<file path="config.mk">
export PLATFORM = sky130hd
export DESIGN_NAME = asram_sequencer
export DESIGN_NICKNAME = d
export VERILOG_FILES = /design/src/rtl/asq_pkg.sv /design/src/rtl/asq_phase_timer.sv /design/src/rtl/asq_bus_quiet.sv /design/src/rtl/asram_sequencer.sv
export SDC_FILE = /design/constraint.sdc
export NUM_CORES = 1
export LEC_CHECK = 0
export ABC_AREA = 0
export BUFFER_PORTS_ARGS = -buffer_cell sky130_fd_sc_hd__buf_2
export CAP_MARGIN = 40
export CORE_AREA = 2 2 81 83
export CTS_CLUSTER_DIAMETER = 120
export CTS_CLUSTER_SIZE = 28
export DETAILED_ROUTE_END_ITERATION = 10
export DIE_AREA = 0 0 83 85
export GPL_TIMING_DRIVEN = 0
export PLACE_DENSITY = 0.61
export SETUP_SLACK_MARGIN = 0.3
export SLEW_MARGIN = 20
export SYNTH_ARGS = -nofsm -noshare
export SYNTH_HDL_FRONTEND = slang
export SYNTH_SLANG_ARGS = --single-unit
</file>
<file path="constraint.sdc">
create_clock -name clk -period 1.6 [get_ports clk]
set_input_delay 0.16 -clock clk [delete_from_list [all_inputs] [get_ports clk]]
set_output_delay 0.16 -clock clk [all_outputs]
set_load 0.02 [all_outputs]
</file>
<file path="src/rtl/asq_pkg.sv">
package asq_pkg;

    typedef enum logic [2:0] {
        ST_IDLE     = 3'd0,
        ST_W_TURN   = 3'd1,
        ST_W_PULSE  = 3'd2,
        ST_W_RECOV  = 3'd3,
        ST_R_ACCESS = 3'd4
    } asq_state_e;

    // Whole cycles covering a time in picoseconds, never below one.
    function automatic int unsigned ps_to_cyc(input int unsigned t_ps, input int unsigned clk_ps);
        int unsigned c;
        c = (t_ps + clk_ps - 1) / clk_ps;
        return (c < 1) ? 1 : c;
    endfunction

    function automatic int unsigned umax(input int unsigned a, input int unsigned b);
        return (a > b) ? a : b;
    endfunction

endpackage

</file>
<file path="src/rtl/asq_phase_timer.sv">
module asq_phase_timer #(
    parameter int unsigned CNT_W = 2
) (
    input  logic             clk,
    input  logic             rst_n,
    input  logic             load,
    input  logic [CNT_W-1:0] load_val,
    output logic             done
);

    logic [CNT_W-1:0] cnt_d, cnt_q;

    always_comb begin
        if (load) begin
            cnt_d = load_val;
        end else if (cnt_q != '0) begin
            cnt_d = cnt_q - 1'b1;
        end else begin
            cnt_d = cnt_q;
        end
    end

    always_ff @(posedge clk or negedge rst_n) begin
        if (!rst_n) begin
            cnt_q <= '0;
        end else begin
            cnt_q <= cnt_d;
        end
    end

    assign done = (cnt_q == '0);

    AST_TMR_DONE_STICKS: assert property (@(posedge clk) disable iff (!rst_n)
        (done && !load) |=> done);

endmodule

</file>
<file path="src/rtl/asq_bus_quiet.sv">
module asq_bus_quiet #(
    parameter int unsigned HZ_CYC = 1
) (
    input  logic clk,
    input  logic rst_n,
    input  logic oe_n_next,
    output logic quiet
);

    localparam int unsigned QW = $clog2(HZ_CYC + 1);
    localparam logic [QW-1:0] HZ_V = QW'(HZ_CYC);

    logic [QW-1:0] qcnt_d, qcnt_q;

    // Counts the cycles that output enable has been released, saturating.
    always_comb begin
        if (!oe_n_next) begin
            qcnt_d = '0;
        end else if (qcnt_q < HZ_V) begin
            qcnt_d = qcnt_q + 1'b1;
        end else begin
            qcnt_d = qcnt_q;
        end
    end

    always_ff @(posedge clk or negedge rst_n) begin
        if (!rst_n) begin
            qcnt_q <= HZ_V;
        end else begin
            qcnt_q <= qcnt_d;
        end
    end

    assign quiet = (qcnt_q >= HZ_V);

    AST_QUIET_CLEARS: assert property (@(posedge clk) disable iff (!rst_n)
        !oe_n_next |=> !quiet);

endmodule

</file>
<file path="src/rtl/asram_sequencer.sv">
module asram_sequencer
    import asq_pkg::*;
#(
    parameter int unsigned ADDR_W    = 15,
    parameter int unsigned DATA_W    = 8,
    parameter int unsigned CLK_PS    = 10000,
    parameter int unsigned T_WC_PS   = 12000,
    parameter int unsigned T_WP_PS   = 8000,
    parameter int unsigned T_DS_PS   = 7000,
    parameter int unsigned T_RC_PS   = 12000,
    parameter int unsigned T_AA_PS   = 12000,
    parameter int unsigned T_ACE_PS  = 12000,
    parameter int unsigned T_DOE_PS  = 5000,
    parameter int unsigned T_HZ_PS   = 6000
) (
    input  logic              clk,
    input  logic              rst_n,
    input  logic              host_req,
    input  logic              host_we,
    input  logic [ADDR_W-1:0] host_addr,
    input  logic [DATA_W-1:0] host_wdata,
    output logic              host_ack,
    output logic [DATA_W-1:0] host_rdata,
    output logic              sram_ce_n,
    output logic              sram_we_n,
    output logic              sram_oe_n,
    output logic [ADDR_W-1:0] sram_addr,
    output logic [DATA_W-1:0] sram_dq_o,
    output logic              sram_dq_oe,
    input  logic [DATA_W-1:0] sram_dq_i
);

    localparam int unsigned PULSE_CYC = umax(ps_to_cyc(T_WP_PS, CLK_PS), ps_to_cyc(T_DS_PS, CLK_PS));
    localparam int unsigned WC_CYC    = ps_to_cyc(T_WC_PS, CLK_PS);
    localparam int unsigned RECOV_CYC = (WC_CYC > PULSE_CYC) ? (WC_CYC - PULSE_CYC) : 1;
    localparam int unsigned RD_CYC    = umax(umax(ps_to_cyc(T_RC_PS, CLK_PS), ps_to_cyc(T_AA_PS, CLK_PS)),
                                             umax(ps_to_cyc(T_ACE_PS, CLK_PS), ps_to_cyc(T_DOE_PS, CLK_PS)));
    localparam int unsigned HZ_CYC    = ps_to_cyc(T_HZ_PS, CLK_PS);
    localparam int unsigned CNT_MAX   = umax(PULSE_CYC, umax(RECOV_CYC, RD_CYC));
    localparam int unsigned CNT_W     = $clog2(CNT_MAX + 1);

    localparam logic [CNT_W-1:0] PULSE_LD = CNT_W'(PULSE_CYC - 1);
    localparam logic [CNT_W-1:0] RECOV_LD = CNT_W'(RECOV_CYC - 1);
    localparam logic [CNT_W-1:0] RD_LD    = CNT_W'(RD_CYC - 1);

    typedef struct packed {
        asq_state_e        state;
        logic              ce_n;
        logic              we_n;
        logic              oe_n;
        logic              dq_oe;
        logic              ack;
        logic [ADDR_W-1:0] addr;
        logic [DATA_W-1:0] wdata;
        logic [DATA_W-1:0] rdata;
    } ctl_t;

    localparam ctl_t CTL_RESET = '{
        state: ST_IDLE, ce_n: 1'b1, we_n: 1'b1, oe_n: 1'b1, dq_oe: 1'b0,
        ack: 1'b0, addr: '0, wdata: '0, rdata: '0
    };

    ctl_t             r_d, r_q;
    logic             tmr_load;
    logic [CNT_W-1:0] tmr_val;
    logic             tmr_done;
    logic             bus_quiet;

    asq_phase_timer #(
        .CNT_W (CNT_W)
    ) i_timer (
        .clk      (clk),
        .rst_n    (rst_n),
        .load     (tmr_load),
        .load_val (tmr_val),
        .done     (tmr_done)
    );

    asq_bus_quiet #(
        .HZ_CYC (HZ_CYC)
    ) i_quiet (
        .clk       (clk),
        .rst_n     (rst_n),
        .oe_n_next (r_d.oe_n),
        .quiet     (bus_quiet)
    );

    always_comb begin
        r_d      = r_q;
        r_d.ack  = 1'b0;
        tmr_load = 1'b0;
        tmr_val  = '0;

        unique case (r_q.state)
            ST_IDLE: begin
                r_d.ce_n  = 1'b1;
                r_d.we_n  = 1'b1;
                r_d.oe_n  = 1'b1;
                r_d.dq_oe = 1'b0;
                if (host_req) begin
                    r_d.addr = host_addr;
                    r_d.ce_n = 1'b0;
                    if (host_we) begin
                        r_d.wdata = host_wdata;
                        if (bus_quiet) begin
                            r_d.state = ST_W_PULSE;
                            r_d.we_n  = 1'b0;
                            r_d.dq_oe = 1'b1;
                            tmr_load  = 1'b1;
                            tmr_val   = PULSE_LD;
                        end else begin
                            r_d.state = ST_W_TURN;
                        end
                    end else begin
                        r_d.state = ST_R_ACCESS;
                        r_d.oe_n  = 1'b0;
                        tmr_load  = 1'b1;
                        tmr_val   = RD_LD;
                    end
                end
            end

            ST_W_TURN: begin
                if (bus_quiet) begin
                    r_d.state = ST_W_PULSE;
                    r_d.we_n  = 1'b0;
                    r_d.dq_oe = 1'b1;
                    tmr_load  = 1'b1;
                    tmr_val   = PULSE_LD;
                end
            end

            ST_W_PULSE: begin
                if (tmr_done) begin
                    r_d.state = ST_W_RECOV;
                    r_d.we_n  = 1'b1;
                    tmr_load  = 1'b1;
                    tmr_val   = RECOV_LD;
                end
            end

            ST_W_RECOV: begin
                if (tmr_done) begin
                    r_d.state = ST_IDLE;
                    r_d.ce_n  = 1'b1;
                    r_d.dq_oe = 1'b0;
                    r_d.ack   = 1'b1;
                end
            end

            ST_R_ACCESS: begin
                if (tmr_done) begin
                    r_d.state = ST_IDLE;
                    r_d.rdata = sram_dq_i;
                    r_d.oe_n  = 1'b1;
                    r_d.ce_n  = 1'b1;
                    r_d.ack   = 1'b1;
                end
            end

            default: begin
                r_d = CTL_RESET;
            end
        endcase
    end

    always_ff @(posedge clk or negedge rst_n) begin
        if (!rst_n) begin
            r_q <= CTL_RESET;
        end else begin
            r_q <= r_d;
        end
    end

    assign host_ack   = r_q.ack;
    assign host_rdata = r_q.rdata;
    assign sram_ce_n  = r_q.ce_n;
    assign sram_we_n  = r_q.we_n;
    assign sram_oe_n  = r_q.oe_n;
    assign sram_addr  = r_q.addr;
    assign sram_dq_o  = r_q.wdata;
    assign sram_dq_oe = r_q.dq_oe;

    AST_DRV_ONLY_OE_HIGH: assert property (@(posedge clk) disable iff (!rst_n)
        sram_dq_oe |-> sram_oe_n);
    AST_DRV_AFTER_QUIET: assert property (@(posedge clk) disable iff (!rst_n)
        $rose(sram_dq_oe) |-> $past(bus_quiet));
    AST_WE_NEEDS_CE: assert property (@(posedge clk) disable iff (!rst_n)
        !sram_we_n |-> (!sram_ce_n && sram_oe_n));
    AST_WE_RISE_DRIVEN: assert property (@(posedge clk) disable iff (!rst_n)
        $rose(sram_we_n) |-> sram_dq_oe);
    AST_ADDR_HELD: assert property (@(posedge clk) disable iff (!rst_n)
        (!sram_ce_n && !$past(sram_ce_n)) |-> $stable(sram_addr));
    AST_DATA_HELD: assert property (@(posedge clk) disable iff (!rst_n)
        (sram_dq_oe && $past(sram_dq_oe)) |-> $stable(sram_dq_o));
    AST_ACK_SINGLE: assert property (@(posedge clk) disable iff (!rst_n)
        host_ack |=> !host_ack);
    AST_ACK_RELEASED: assert property (@(posedge clk) disable iff (!rst_n)
        host_ack |-> (sram_ce_n && sram_oe_n && sram_we_n && !sram_dq_oe));
    AST_IDLE_WAITS_REQ: assert property (@(posedge clk) disable iff (!rst_n)
        (r_q.state == ST_IDLE && !host_req) |=> (r_q.state == ST_IDLE && sram_ce_n));

endmodule

</file>
==> key figures <==
Clocking
  • TritonCTS clock tree: built
  • Clock root cell: clkbuf_8
  • Skew-Pair Late Insertion Delay: 0.29 ns
  • H-tree Lvls: 2
  • CTS Buffer Depth: 2
  • Clock Sinks: 42
  • TritonCTS Buffers: 5
  • Clock transition at the registers of the reported paths: 0.08 ns

Global routing
  • Vias in the first global route: 1543
  • Gr usage total: 0.128
  • Total gr overflow: 0
  • First-pass GRT wire length: 7.36 mm
  • Met1 Usage GRT: 0.175
  • Busiest grt layer: met2
  • Initial antenna violation count: 0
  • Met2 usage: 0.201
  • Largest net degree at the start of global routing: 24
  • Met3 Track Usage GR: 0.0302

Timing
  • Slew headroom: 0.673
  • Final Critical Period: 1.39 ns
  • Crit share post-route: 0.869
  • FMAX: 719 MHz
  • Layout Skew: 0.00374 ns
  • Final Slew Violations: 0
  • Final Hold Vio Count: 0
  • Worst-Margin Slew: 0.490 ns
  • Final TNS setup: 0 ns
  • RSZ-0062 raised after global routing: yes
  • Final Setup Violations: 0

Power and ir drop
  • Cell leakage power: approximately 1.5 nW
  • Pwr dens: between 2000 and 2500 mW/mm^2
  • Switching part of the total power: 0.391
  • P_sw: 2.48 mW
  • Maximum VDD drop: approximately 0.0008 V
  • Internal power: just under 4 mW
  • Combinational share of power: 0.589
  • Clock power frac: 0.110
  • Sequential Power Share: 0.301

Yosys
  • Synth Area per Inst: 11.4 um^2
  • Yosys top cell area share: 0.455
  • Async set or reset register ratio after synthesis: 1.00
  • Prevailing post-synth register cell: dfrtp_1
  • Post-synth top area cell: dfrtp_1
  • Synth Cell Area: 0.00209 mm^2
  • Syn Inst Count: about 180
  • Area contributors post-synth: dfrtp_1 (45%), buf_4 (11%), a22o_1 (9.6%), dfstp_2 (5.0%), o2bb2ai_1 (3.3%)
  • EDFF count, synth: 0
  • Yosys cell types: 43
  • Net Count, Synth: 219
  • Yosys warnings: 0
  • Synthesis-stage register bit count: 42
  • Sequential-to-total area share from yosys stat: 0.505

Drt
  • Via density: 4.74
  • DRT antenna net count: 0
  • Pre-Repair DR Iteration Count: 4
  • Vias: 1663
  • First-iteration detailed-routing DRC count: 99
  • Post-route DRC violation count: 0
  • WL/cell: 13.3 um
  • DRT Wirelength: 4.66 mm

Die
  • Die width: 83 um
  • Core region area: ~0.0062 mm^2
  • Io pins: 71
  • Initial Utilization: 0.337
  • Die Height: ~85 um
  • Row count: 29
  • Die area: between 0.007 and 0.008 mm^2

Critical path
  • Crit Path Max Fanout: 6
  • Crit path DAT: 1.62 ns
  • Critical Path Source Type: flop
  • Worst Path Required: 1.83 ns
  • Slowest-stage cell, CP: dfrtp_2
  • Critical path class: flop to flop
  • Crit end category: flop
  • Slowest stage delay, CP: 0.46 ns
  • Critical Path, Cell by Cell: nor4b_4, buf_4, clkbuf_16, a22o_1

Layout
  • Antenna cells: 0
  • Commonest non-fill, non-tap cell in the layout: buf_2
  • Nets: 309
  • Share of layout cells above drive strength 1: 0.613
  • Layout area overhead: 45.9%
  • Final core utilization: 0.492
  • Commonest cells after routing, fill and taps aside: buf_2 (71), buf_4 (38), dfrtp_1 (37), a22o_1 (23)
  • Fillers: 556

Place
  • Port Buf Inserts: 70
  • Gp weighted congestion: between 0.7 and 0.8
  • HPWL Detailed: ~3.2 mm

Min path
  • Hold Path Class: input pin to flop

Flow run
  • Max_cap viols: 0

Run status
  • Outcome: completed
## synthesized netlist by cell type, types with 3 or more instances
cell       count
o2bb2ai_1      8
nand2b_1       5
a21oi_1        7
dfstp_2        4
buf_4         31
inv_1          4
a22o_1        23
a22oi_1        8
nor3_1         5
clkbuf_1       7
dfrtp_1       38
buf_6          3
nor2_1         3
## through the flow
step / total power [mW] / area [um^2] / hold slack (ns) / setup slack [ns] / std cells
finish: 6.34 / 3050 / 0.0852 / 0.210 / 351
global placement: 4.91 / 2580 / 0.361 / -0.150 / 330
detailed placement: 4.95 / 2610 / 0.150 / -0.170 / 331
global route: 6.75 / 3050 / 0.0807 / 0.160 / 351
CTS: 5.97 / 2850 / 0.0724 / 0.163 / 346
floorplan: 4.18 / 2130 / -0.136 / 0.120 / 183
## final cells by class
type                       count  area, um^2  share of cell area
buffer                        43         355               0.116
clock buffer                   7        86.3              0.0283
clock inverter                 1        5.00             0.00164
inverter                       5        18.8             0.00615
multi-input combinational     93         896               0.293
sequential                    42        1060               0.346
tap                           77        96.3              0.0316
timing repair buffer          83         538               0.176
## power groups by stage
stage / clock, mW / sequential [mW] / combinational [mW]
after global routing: 0.762 / 1.97 / 4.02
after global placement: 0 / 1.87 / 3.04
after CTS: 0.731 / 1.88 / 3.36
after detailed placement: 0 / 1.87 / 3.08
after floorplan: 0 / 1.87 / 2.31
final: 0.695 / 1.91 / 3.74
## path summary, 6_finish.rpt
path,start,endpoint,slack (ns),depth (start not counted)
max in group asynchronous,rst_n,sram_ce_n,0.69,3
setup reg to reg,r_q[37],sram_addr[11],0.21,4
min in group asynchronous,rst_n,host_ack,0.36,2
setup / recovery,r_q[37],sram_addr[11],0.21,4
hold / removal,sram_dq_i[0],host_rdata[0],0.09,2
hold reg to reg,sram_dq_oe,sram_dq_oe,0.48,1
## flip-flops by register name, indices dropped and copies added (netlist names)
signal,cells
r_q,3
i_timer.cnt_q,2
sram_addr,15
i_quiet.qcnt_q,1
sram_dq_o,8
host_ack,1
sram_we_n,1
sram_ce_n,1
sram_oe_n,1
host_rdata,8
sram_dq_oe,1
## worst max-delay path, delay by kind of cell (launching register included)
kind                   cells  cell delay [ns]
AO/OA/AOI/OAI              1             0.12
flip-flops                 1             0.46
buffers and inverters      2             0.35
AND/OR/NAND/NOR            1             0.40
## what timing repair did
item,4_1_cts,5_1_grt
endpoints found under the setup margin,42,40
hold buffers,1,0
cloned,0,2
hold endpoints to repair,18,0
buffers inserted,6,3
gates resized for setup,23,30
pin swaps,4,27
## metal layers
layer	up-vias	wire (um)
li1	824	-
met1	794	2210
met2	41	2200
met3	4	198
met4	0	46
met5	-	0
## cell families after synthesis
logic type	Yosys count	synth area share
xor+xnor	2	0.00837
buf+inv	48	0.153
simple gates	27	0.0855
compound gates	63	0.242
fa+ha+maj	1	0.00598
flops	42	0.505
Power figures use the tool's default switching activity.
